[config.mk]
export PLATFORM = sky130hd
export DESIGN_NAME = ser_tx_core
export DESIGN_NICKNAME = d
export VERILOG_FILES = /design/src/rtl/ser_tx_pkg.sv /design/src/rtl/ser_tx_clkedge.sv /design/src/rtl/ser_tx_hold.sv /design/src/rtl/ser_tx_shifter.sv /design/src/rtl/ser_tx_core.sv
export SDC_FILE = /design/constraint.sdc
export NUM_CORES = 1
export LEC_CHECK = 0
export ABC_AREA = 1
export BUFFER_PORTS_ARGS = -buffer_cell sky130_fd_sc_hd__buf_2
export CAP_MARGIN = 40
export CELL_PAD_IN_SITES_DETAIL_PLACEMENT = 0
export CELL_PAD_IN_SITES_GLOBAL_PLACEMENT = 1
export CORE_UTILIZATION = 46
export CTS_CLUSTER_DIAMETER = 120
export DETAILED_ROUTE_END_ITERATION = 10
export GPL_ROUTABILITY_DRIVEN = 0
export GPL_TIMING_DRIVEN = 0
export PLACE_DENSITY = 0.79
export SYNTH_ARGS = -nofsm -noshare
export SYNTH_HDL_FRONTEND = slang
export SYNTH_SLANG_ARGS = --single-unit
[constraint.sdc]
create_clock -name clk -period 4.2 [get_ports clk]
set_clock_uncertainty 0.2 [all_clocks]
set_input_delay 0.21 -clock clk [delete_from_list [all_inputs] [get_ports clk]]
set_output_delay 0.21 -clock clk [all_outputs]
set_load 0.005 [all_outputs]
[src/rtl/ser_tx_pkg.sv]
package ser_tx_pkg;

  typedef enum logic [1:0] {
    PH_START = 2'd0,
    PH_DATA  = 2'd1,
    PH_PAR   = 2'd2,
    PH_STOP  = 2'd3
  } tx_phase_e;

  localparam int RATE_X1  = 0;
  localparam int RATE_MID = 1;
  localparam int STOP_ONE = 0;
  localparam int STOP_ONE_HALF = 1;

endpackage

[src/rtl/ser_tx_clkedge.sv]
module ser_tx_clkedge (
  input  logic clk,
  input  logic rst,
  input  logic txclk,
  output logic tick
);
  logic sync1, sync2, prev;

  always_ff @(posedge clk) begin
    if (rst) begin
      sync1 <= 1'b1;
      sync2 <= 1'b1;
      prev  <= 1'b1;
    end else begin
      sync1 <= txclk;
      sync2 <= sync1;
      prev  <= sync2;
    end
  end

  assign tick = prev & ~sync2;

  AST_TICK_SINGLE: assert property (@(posedge clk) disable iff (rst)
    tick |=> !tick);

endmodule

[src/rtl/ser_tx_hold.sv]
module ser_tx_hold #(
  parameter int DATA_W = 8
) (
  input  logic              clk,
  input  logic              rst,
  input  logic              wr_valid,
  input  logic [DATA_W-1:0] wr_data,
  input  logic              load,
  output logic              full,
  output logic [DATA_W-1:0] data
);
  always_ff @(posedge clk) begin
    if (rst) begin
      full <= 1'b0;
      data <= '0;
    end else if (wr_valid) begin
      full <= 1'b1;
      data <= wr_data;
    end else if (load) begin
      full <= 1'b0;
    end
  end

  AST_LOAD_HAS_DATA: assert property (@(posedge clk) disable iff (rst)
    load |-> full);

endmodule

[src/rtl/ser_tx_shifter.sv]
module ser_tx_shifter
  import ser_tx_pkg::*;
#(
  parameter int DATA_W   = 8,
  parameter int MIN_LEN  = 5,
  parameter int FACT_MID = 16,
  parameter int FACT_HI  = 64
) (
  input  logic              clk,
  input  logic              rst,
  input  logic              tick,
  input  logic              go_ok,
  input  logic [DATA_W-1:0] hold_data,
  input  logic [1:0]        cfg_len,
  input  logic              cfg_par_en,
  input  logic              cfg_par_odd,
  input  logic [1:0]        cfg_stop,
  input  logic [1:0]        cfg_rate,
  output logic              load,
  output logic              busy,
  output logic              line
);
  localparam int CNT_W = $clog2(2 * FACT_HI + 1);
  localparam int LEN_W = $clog2(DATA_W + 1);

  tx_phase_e         ph;
  logic [CNT_W-1:0]  sub;
  logic [LEN_W-1:0]  idx;
  logic [DATA_W-1:0] shreg;
  logic              par_bit;
  logic [LEN_W-1:0]  len_q;
  logic              par_en_q;
  logic [1:0]        stop_q;
  logic [1:0]        rate_q;

  logic [CNT_W-1:0]  fact;
  logic [CNT_W-1:0]  stop_len;
  logic [CNT_W-1:0]  limit;
  logic              bit_end;
  logic              last_tick;
  logic [LEN_W-1:0]  len_new;
  logic [DATA_W-1:0] mask;

  assign len_new = LEN_W'(cfg_len) + LEN_W'(MIN_LEN);

  always_comb begin
    for (int i = 0; i < DATA_W; i++) mask[i] = (i < int'(len_new));
  end

  always_comb begin
    case (rate_q)
      2'd0:    fact = CNT_W'(1);
      2'd1:    fact = CNT_W'(FACT_MID);
      default: fact = CNT_W'(FACT_HI);
    endcase
    case (stop_q)
      2'd0:    stop_len = fact;
      2'd1:    stop_len = (rate_q == 2'(RATE_X1)) ? CNT_W'(2) : fact + (fact >> 1);
      default: stop_len = fact << 1;
    endcase
    limit = (ph == PH_STOP) ? stop_len : fact;
  end

  assign bit_end   = busy & tick & (sub == limit - CNT_W'(1));
  assign last_tick = bit_end & (ph == PH_STOP);
  assign load      = tick & go_ok & (~busy | last_tick);

  always_ff @(posedge clk) begin
    if (rst) begin
      busy     <= 1'b0;
      line     <= 1'b1;
      ph       <= PH_START;
      sub      <= '0;
      idx      <= '0;
      shreg    <= '0;
      par_bit  <= 1'b0;
      len_q    <= LEN_W'(DATA_W);
      par_en_q <= 1'b0;
      stop_q   <= 2'd0;
      rate_q   <= 2'd0;
    end else if (load) begin
      busy     <= 1'b1;
      line     <= 1'b0;
      ph       <= PH_START;
      sub      <= '0;
      idx      <= '0;
      shreg    <= hold_data;
      par_bit  <= (^(hold_data & mask)) ^ cfg_par_odd;
      len_q    <= len_new;
      par_en_q <= cfg_par_en;
      stop_q   <= cfg_stop;
      rate_q   <= cfg_rate;
    end else if (busy && tick) begin
      if (bit_end) begin
        sub <= '0;
        case (ph)
          PH_START: begin
            line  <= shreg[0];
            shreg <= shreg >> 1;
            idx   <= LEN_W'(1);
            ph    <= PH_DATA;
          end
          PH_DATA: begin
            if (idx == len_q) begin
              if (par_en_q) begin
                ph   <= PH_PAR;
                line <= par_bit;
              end else begin
                ph   <= PH_STOP;
                line <= 1'b1;
              end
            end else begin
              line  <= shreg[0];
              shreg <= shreg >> 1;
              idx   <= idx + LEN_W'(1);
            end
          end
          PH_PAR: begin
            ph   <= PH_STOP;
            line <= 1'b1;
          end
          default: begin
            busy <= 1'b0;
            line <= 1'b1;
          end
        endcase
      end else begin
        sub <= sub + CNT_W'(1);
      end
    end
  end

  AST_SUB_BOUND: assert property (@(posedge clk) disable iff (rst)
    busy |-> (sub < limit));

  AST_IDX_BOUND: assert property (@(posedge clk) disable iff (rst)
    busy |-> (idx <= len_q));

endmodule

[src/rtl/ser_tx_core.sv]
module ser_tx_core #(
  parameter int DATA_W   = 8,
  parameter int MIN_LEN  = 5,
  parameter int FACT_MID = 16,
  parameter int FACT_HI  = 64
) (
  input  logic              clk,
  input  logic              rst,
  input  logic              txclk,
  input  logic [1:0]        cfg_len,
  input  logic              cfg_par_en,
  input  logic              cfg_par_odd,
  input  logic [1:0]        cfg_stop,
  input  logic [1:0]        cfg_rate,
  input  logic              tx_en,
  input  logic              cts_n,
  input  logic              brk,
  input  logic              wr_valid,
  input  logic [DATA_W-1:0] wr_data,
  output logic              txd,
  output logic              txrdy,
  output logic              txempty
);
  logic              tick;
  logic              load;
  logic              hold_full;
  logic [DATA_W-1:0] hold_data;
  logic              busy;
  logic              line;
  logic              enabled;

  assign enabled = tx_en & ~cts_n;

  ser_tx_clkedge u_edge (
    .clk   (clk),
    .rst   (rst),
    .txclk (txclk),
    .tick  (tick)
  );

  ser_tx_hold #(.DATA_W(DATA_W)) u_hold (
    .clk      (clk),
    .rst      (rst),
    .wr_valid (wr_valid),
    .wr_data  (wr_data),
    .load     (load),
    .full     (hold_full),
    .data     (hold_data)
  );

  ser_tx_shifter #(
    .DATA_W   (DATA_W),
    .MIN_LEN  (MIN_LEN),
    .FACT_MID (FACT_MID),
    .FACT_HI  (FACT_HI)
  ) u_shift (
    .clk         (clk),
    .rst         (rst),
    .tick        (tick),
    .go_ok       (hold_full & enabled),
    .hold_data   (hold_data),
    .cfg_len     (cfg_len),
    .cfg_par_en  (cfg_par_en),
    .cfg_par_odd (cfg_par_odd),
    .cfg_stop    (cfg_stop),
    .cfg_rate    (cfg_rate),
    .load        (load),
    .busy        (busy),
    .line        (line)
  );

  always_ff @(posedge clk) begin
    if (rst) begin
      txd     <= 1'b1;
      txrdy   <= 1'b0;
      txempty <= 1'b1;
    end else begin
      txd     <= brk ? 1'b0 : line;
      txrdy   <= ~hold_full & enabled;
      txempty <= ~hold_full & ~busy;
    end
  end

  AST_BREAK_LOW: assert property (@(posedge clk) disable iff (rst)
    $past(brk) |-> !txd);

  AST_RDY_GATED: assert property (@(posedge clk) disable iff (rst)
    txrdy |-> $past(tx_en && !cts_n));

  AST_EMPTY_MARK: assert property (@(posedge clk) disable iff (rst)
    (txempty && !$past(brk)) |-> txd);

endmodule

== After elaboration in Yosys (flattened, before gate mapping) ==
Index checks and enable logic that the tools add are counted.
Widths: inputs -> output; s select.
Cells by class
  add/subtract/negate cells: 5
  muxes and demuxes: 28
  magnitude comparators: 8
  reduce and logical (&&, ||, !) cells: 18
  bitwise logic cells: 17
  equal/unequal tests: 11
Operators by type and width (count)
  $mux 8: 7
  $pmux 8 s2: 2
  $lt 3x4->1 const A: 4
  $pmux 7 s2: 1
  $mux 1: 13
  $reduce_and 4->1: 3
  $and 1x1->1: 10
  $add 7x6->8: 1
  $add 8x1->8 const B: 1
  $and 8x8->8: 1
  $eq 8x8->1: 1
  $lt 1x4->1 const A: 2
  $lt 2x4->1 const A: 2
  $pmux 4 s2: 1
  $reduce_bool 2->1: 4
  $reduce_xor 8->1: 1
  $sub 8x1->8 const B: 1
  $eq 2x1->1 const B: 3
  $logic_not 2->1: 3
  $pmux 2 s3: 1
  $reduce_bool 3->1: 2
  $add 2x3->4 const B: 1
  $add 4x1->4 const B: 1
  $eq 2x2->1 const B: 2
  15 further kinds: 19
Word-level totals
  bits of input ports: 23
  flip-flop bits (word level): 49

== Longest topological paths before layout ==
  depth in word-level cells: 14
  mapped depth: 19
  gate-level depth less buffers: 19

== Hierarchy ==
A second synthesis with hierarchy kept.
Second synthesis, totals
  cell total of the unflattened synthesis: 360
  area total of the unflattened synthesis: 2597.5 µm²
By module, submodules not included
  ser_tx_shifter: area an instance 2089.5 µm², times used 1, cells each 297
  ser_tx_hold: area an instance 304.0 µm², times used 1, cells each 38
  ser_tx_core: area an instance 110.1 µm², times used 1, cells each 13
  ser_tx_clkedge: area an instance 93.8 µm², times used 1, cells each 12

== Worst setup path before layout ==
No wires, ideal clock.
  path kind: flip-flop to flip-flop
  start point: reg u_shift.ph[1]
  end point: reg u_shift.shreg[1]
  period minus slack after synthesis: 2473 ps
  data required time: 3862 ps
  arrival time: 2135 ps
  setup time: 138 ps
  path slack: 1727 ps
  stages on the path, launching flop included: 17
  cell sequence: dfxtp_1 > ha_1 > nand4_1 > ha_1 > inv_1 > nand2_1 > nand3_1 > nor2_2 > nand3_1 > nor2_2 > nand4_2 > nand2_4 > nand2_4 > buf_6 > buf_8 > nand3_2 > a21oi_2
Between the ends
  word-level cells in the longest chain between the ends: 10
RTL lines
  from (decl): RTL line ser_tx_shifter.sv:26  | tx_phase_e ph;
  from (signal assigned): RTL line ser_tx_shifter.sv:72  | ph <= PH_START;
  from (signal assigned): RTL line ser_tx_shifter.sv:84  | ph <= PH_START;
  from (signal assigned): RTL line ser_tx_shifter.sv:101  | ph <= PH_DATA;
  $eq 2x2->1: RTL line ser_tx_shifter.sv:61, ser_tx_shifter.sv:65
  $mux 8: RTL line ser_tx_shifter.sv:61  | limit = (ph == PH_STOP) ? stop_len : fact;
  $sub 8x1->8: RTL line ser_tx_shifter.sv:64  | assign bit_end = busy & tick & (sub == limit - CNT_W'(1));
  $eq 8x8->1: RTL line ser_tx_shifter.sv:64
  $and 1x1->1: RTL line ser_tx_shifter.sv:64
  $and 1x1->1: RTL line ser_tx_shifter.sv:65  | assign last_tick = bit_end & (ph == PH_STOP);
  $or 1x1->1: RTL line ser_tx_shifter.sv:66  | assign load = tick & go_ok & (~busy | last_tick);
  $and 1x1->1: RTL line ser_tx_shifter.sv:66
  $ne 3x3->1 (no source line) (tied with other cells)
  $reduce_and 4->1 (no source line)
  to (signal assigned): RTL line ser_tx_shifter.sv:87  | shreg <= hold_data;
  to (signal assigned): RTL line ser_tx_shifter.sv:99  | shreg <= shreg >> 1;
  to (signal assigned): RTL line ser_tx_shifter.sv:114  | shreg <= shreg >> 1;
  to (decl): RTL line ser_tx_shifter.sv:29  | logic [DATA_W-1:0] shreg;
Parallel ways exist; a longest one is shown, timed or not. The select of a mux whose other input is x is not followed.
A chain may end at the register's enable or synchronous reset.

== Worst setup path after layout ==
  start point: reg u_shift.ph[1]
  end point: reg u_hold.full
Between the ends
  word-level cells in the longest chain between the ends: 9
RTL lines
  $eq 2x2->1 *: RTL line ser_tx_shifter.sv:61, ser_tx_shifter.sv:65
  $mux 8: RTL line ser_tx_shifter.sv:61
  $sub 8x1->8: RTL line ser_tx_shifter.sv:64
  $eq 8x8->1: RTL line ser_tx_shifter.sv:64
  $and 1x1->1: RTL line ser_tx_shifter.sv:64
  $and 1x1->1 *: RTL line ser_tx_shifter.sv:65
  $or 1x1->1 *: RTL line ser_tx_shifter.sv:66
  $and 1x1->1 *: RTL line ser_tx_shifter.sv:66
  $reduce_bool 2->1 (no source line) *
  to (signal assigned): RTL line ser_tx_hold.sv:14  | full <= 1'b0;
  to (signal assigned): RTL line ser_tx_hold.sv:17  | full <= 1'b1;
  to (signal assigned): RTL line ser_tx_hold.sv:20  | full <= 1'b0;
  to (decl): RTL line ser_tx_hold.sv:9  | output logic full,
Mark *: on every way between the ends. The rest lies on a longest branch, timed or not.

==> summary.txt <==
Global routing
  – Met3 Usage GRT: 4.19%
  – Met2 Use GR: 35.4%
  – Initial antenna violation count: 0
  – M1 GR Usage: 29.8%
  – Largest net degree at the start of global routing: 14
  – Vias in the first global route: 2,312
  – Gr usage total: 22.3%
  – Global-route congestion overflow total: 0
  – First-pass GRT wire length: 10,600 um
  – Layer with the highest usage: met2

Critical path
  – Reg2reg setup slack: 1.33 ns
  – Setup crit start kind: flip-flop
  – R2R Path End: u_hold.full
  – R2r worst-path depth: 15
  – Data arrival time of the critical path: 2.83 ns
  – Crit-path max FO: 10
  – Worst Path Required: 4.17 ns
  – Critical Path End Type: flip-flop
  – Crit path kind: flip-flop to flip-flop
  – RR Startpoint: u_shift.ph[1]

Die
  – Die W: 78.1 um
  – Starting Density: 48.1%
  – Die height: 78.1 um
  – Core box area: 5540 um^2
  – Core Rows: 27
  – Die outline area: 6100 um^2
  – # IOs: 26

Route
  – Vias per Instance: 4.91
  – Antenna Nets Post-Route: 0
  – Routed wire length: 6020 um
  – First-pass DRT Iterations: 4
  – DR vias: 2,336
  – Drt wl/cell: 12.7 um
  – Iteration-0 DRC Markers: 91
  – Drc violations: 0

Pwr
  – Max IR drop VDD: 0.170 mV
  – Leakage power: 1.30 nW
  – Pwr Density: 262 nW/um^2

Synth
  – EDFF count, synth: 0
  – Primary FF master, synth: dfxtp_1
  – Post-synthesis cell area: 2660 um^2
  – Yosys warning total: 0
  – Mean Syn Cell Area: 7.52 um^2
  – Ys async rst share: 0%
  – Synth cell types: 38
  – Syn nets: 388
  – Seq cells post-synth: 49
  – Sequential-to-total area share from yosys stat: 36.8%
  – Syn Inst Count: 354

Worst hold path
  – Hold path depth: 3
  – WHS Endpoint: u_hold.data[3]
  – Hold_sp: wr_data[3]
  – Hold Path Class: input pin to flip-flop

CTS
  – Post-CTS Resized: 0
  – H-tree depth: 2
  – CTS tree: yes
  – Root Buffer: clkbuf_8
  – Reg clk slew, reported paths: 0.08 ns
  – Clock latency on the worst-skew pair: 0.30 ns
  – Clk buf depth: 2
  – Cts bufs inserted: 5
  – CTS Sinks: 49

Finish
  – Ant diodes: 0
  – Nets: 439
  – Area Overhead vs Synth: 18.0%
  – # fillers: 561
  – Share of post-route cells with drive strength above 1: 18.6%

Placement
  – Buffers added on ports: 25
  – Post-Place Worst Slack: 1.33 ns
  – Detailed Place HPWL: 4470 um

Outcome
  – Status: complete, no violations

Timing
  – Finish-stage setup viols: 0
  – Maximum clock frequency: 349 MHz
  – Slew HR: 54.7%
  – Worst-Margin Slew: 0.680 ns
  – Fin crit share: 68.2%
  – Fin worst setup slack: 1.33 ns
  – Setup TNS: 0 ns
  – RSZ-0062 raised after global routing: false
  – Crit path time final: 2.87 ns
  – Final hold violation count: 0
  – Slew Viols, Final: 0

Job
  – MaxCap Viol Count: 0
[flip-flops by register name, indices dropped and copies added, names as in the netlist, 2 cells and up]
signal	cells
u_shift.idx	4
u_hold.data	8
u_shift.rate_q	2
u_shift.shreg	8
u_shift.ph	2
u_shift.len_q	4
u_shift.sub	8
u_shift.stop_q	2
[cells in the final DEF (no fill, tap or decap), types with 3 or more instances in the layout]
cell type,count
a21oi_1,15
nand2_4,3
or2_2,3
inv_1,42
xor2_1,7
o21ai_0,20
nand3_2,11
nor2_2,3
and2_1,4
nor3_1,7
o21ai_1,9
nand3_1,33
nand4_1,5
clkbuf_8,5
ha_1,11
a21oi_2,7
xnor2_1,8
dlygate4sd3_1,19
nand2_1,71
buf_2,27
nand2_2,5
dfxtp_1,49
nor2_1,15
[worst max-delay path: stages (launching register included)]
cell     delay [ns]
dfxtp_1        0.41
ha_1           0.32
nand4_1        0.17
ha_1           0.32
inv_1          0.04
nand2_1        0.07
nand3_1        0.08
nor2_2         0.11
nand3_1        0.08
nor2_2         0.14
nand4_2        0.13
nand2_4        0.15
nand2_4        0.06
nand2_1        0.09
buf_2          0.26
o22ai_1        0.10
[worst max-delay path by stage]
stage / startpoint / to / slack, ns / cells past startpoint
after floorplan: u_shift.ph[1] / u_shift.shreg[1] / 1.73 / 16
after global placement: u_shift.ph[1] / u_shift.stop_q[1] / 1.33 / 15
after detailed placement: u_shift.ph[1] / u_hold.full / 1.33 / 15
after CTS: u_shift.ph[1] / u_hold.full / 1.29 / 15
after global routing: u_shift.ph[1] / u_hold.full / 1.11 / 15
final: u_shift.ph[1] / u_hold.full / 1.33 / 15
[routing by layer]
metal  wire [um]  vias up
li1            -     1254
met1        3070     1033
met2        2670       42
met3         199        7
met4          77        0
met5           0        -
[through the flow]
stage | utilization [%] | hold slack (ns) | instances | total power [mW] | area [um^2]
6_report | 56.7 | 0.00211 | 476 | 0.824 | 3140
5_1_grt | 56.7 | 0.00794 | 476 | 0.867 | 3140
4_1_cts | 56.7 | 0.00113 | 476 | 0.835 | 3140
3_5_place_dp | 52.0 | 0.197 | 451 | 0.562 | 2880
3_3_place_gp | 52.0 | 0.196 | 451 | 0.561 | 2880
2_1_floorplan | - | 0.108 | 354 | 0.536 | 2660
[synthesized netlist by cell type, drive strengths merged (7+ instances only)]
library cell,count,area [um^2]
buf,7,51.3
o21ai,30,154
nand2,79,332
nor2,20,97.6
ha,11,138
a21oi,22,136
dfxtp,49,981
inv,44,165
xor2,7,61.3
nand3,44,275
xnor2,8,70.1
nor3,8,45.0
[power breakdown]
part	switching (mW)	internal [mW]
sequential	0.00576	0.475
clock	0.150	0.110
combinational	0.0427	0.0407
[timing repair]
item / in CTS / in global routing
buffers inserted: 0 / 0
endpoints found under the hold margin: 17 / 0
hold buffers: 19 / 0
[layout make-up]
class	instances	area (um^2)	share of cell area, %
well taps	72	90.1	2.87
plain buffers	9	58.8	1.87
clock buffers	5	68.8	2.19
flip-flops and latches	49	981	31.2
inverters	46	173	5.49
repair buffers	44	315	10.0
clock inverters	1	5.00	0.159
multi-input cells	250	1450	46.2
[cell families (layout without fill, tap and decap cells)]
logic type / count (synthesis) / after routing / synth area share (%)
simple gates: 166 / 166 / 31.9
compound gates: 58 / 58 / 12.5
buf+inv: 55 / 105 / 8.69
flops: 49 / 49 / 36.8
xor+xnor: 15 / 15 / 4.93
fa+ha+maj: 11 / 11 / 5.17
Note: power is estimated with default switching activity, not from simulation.
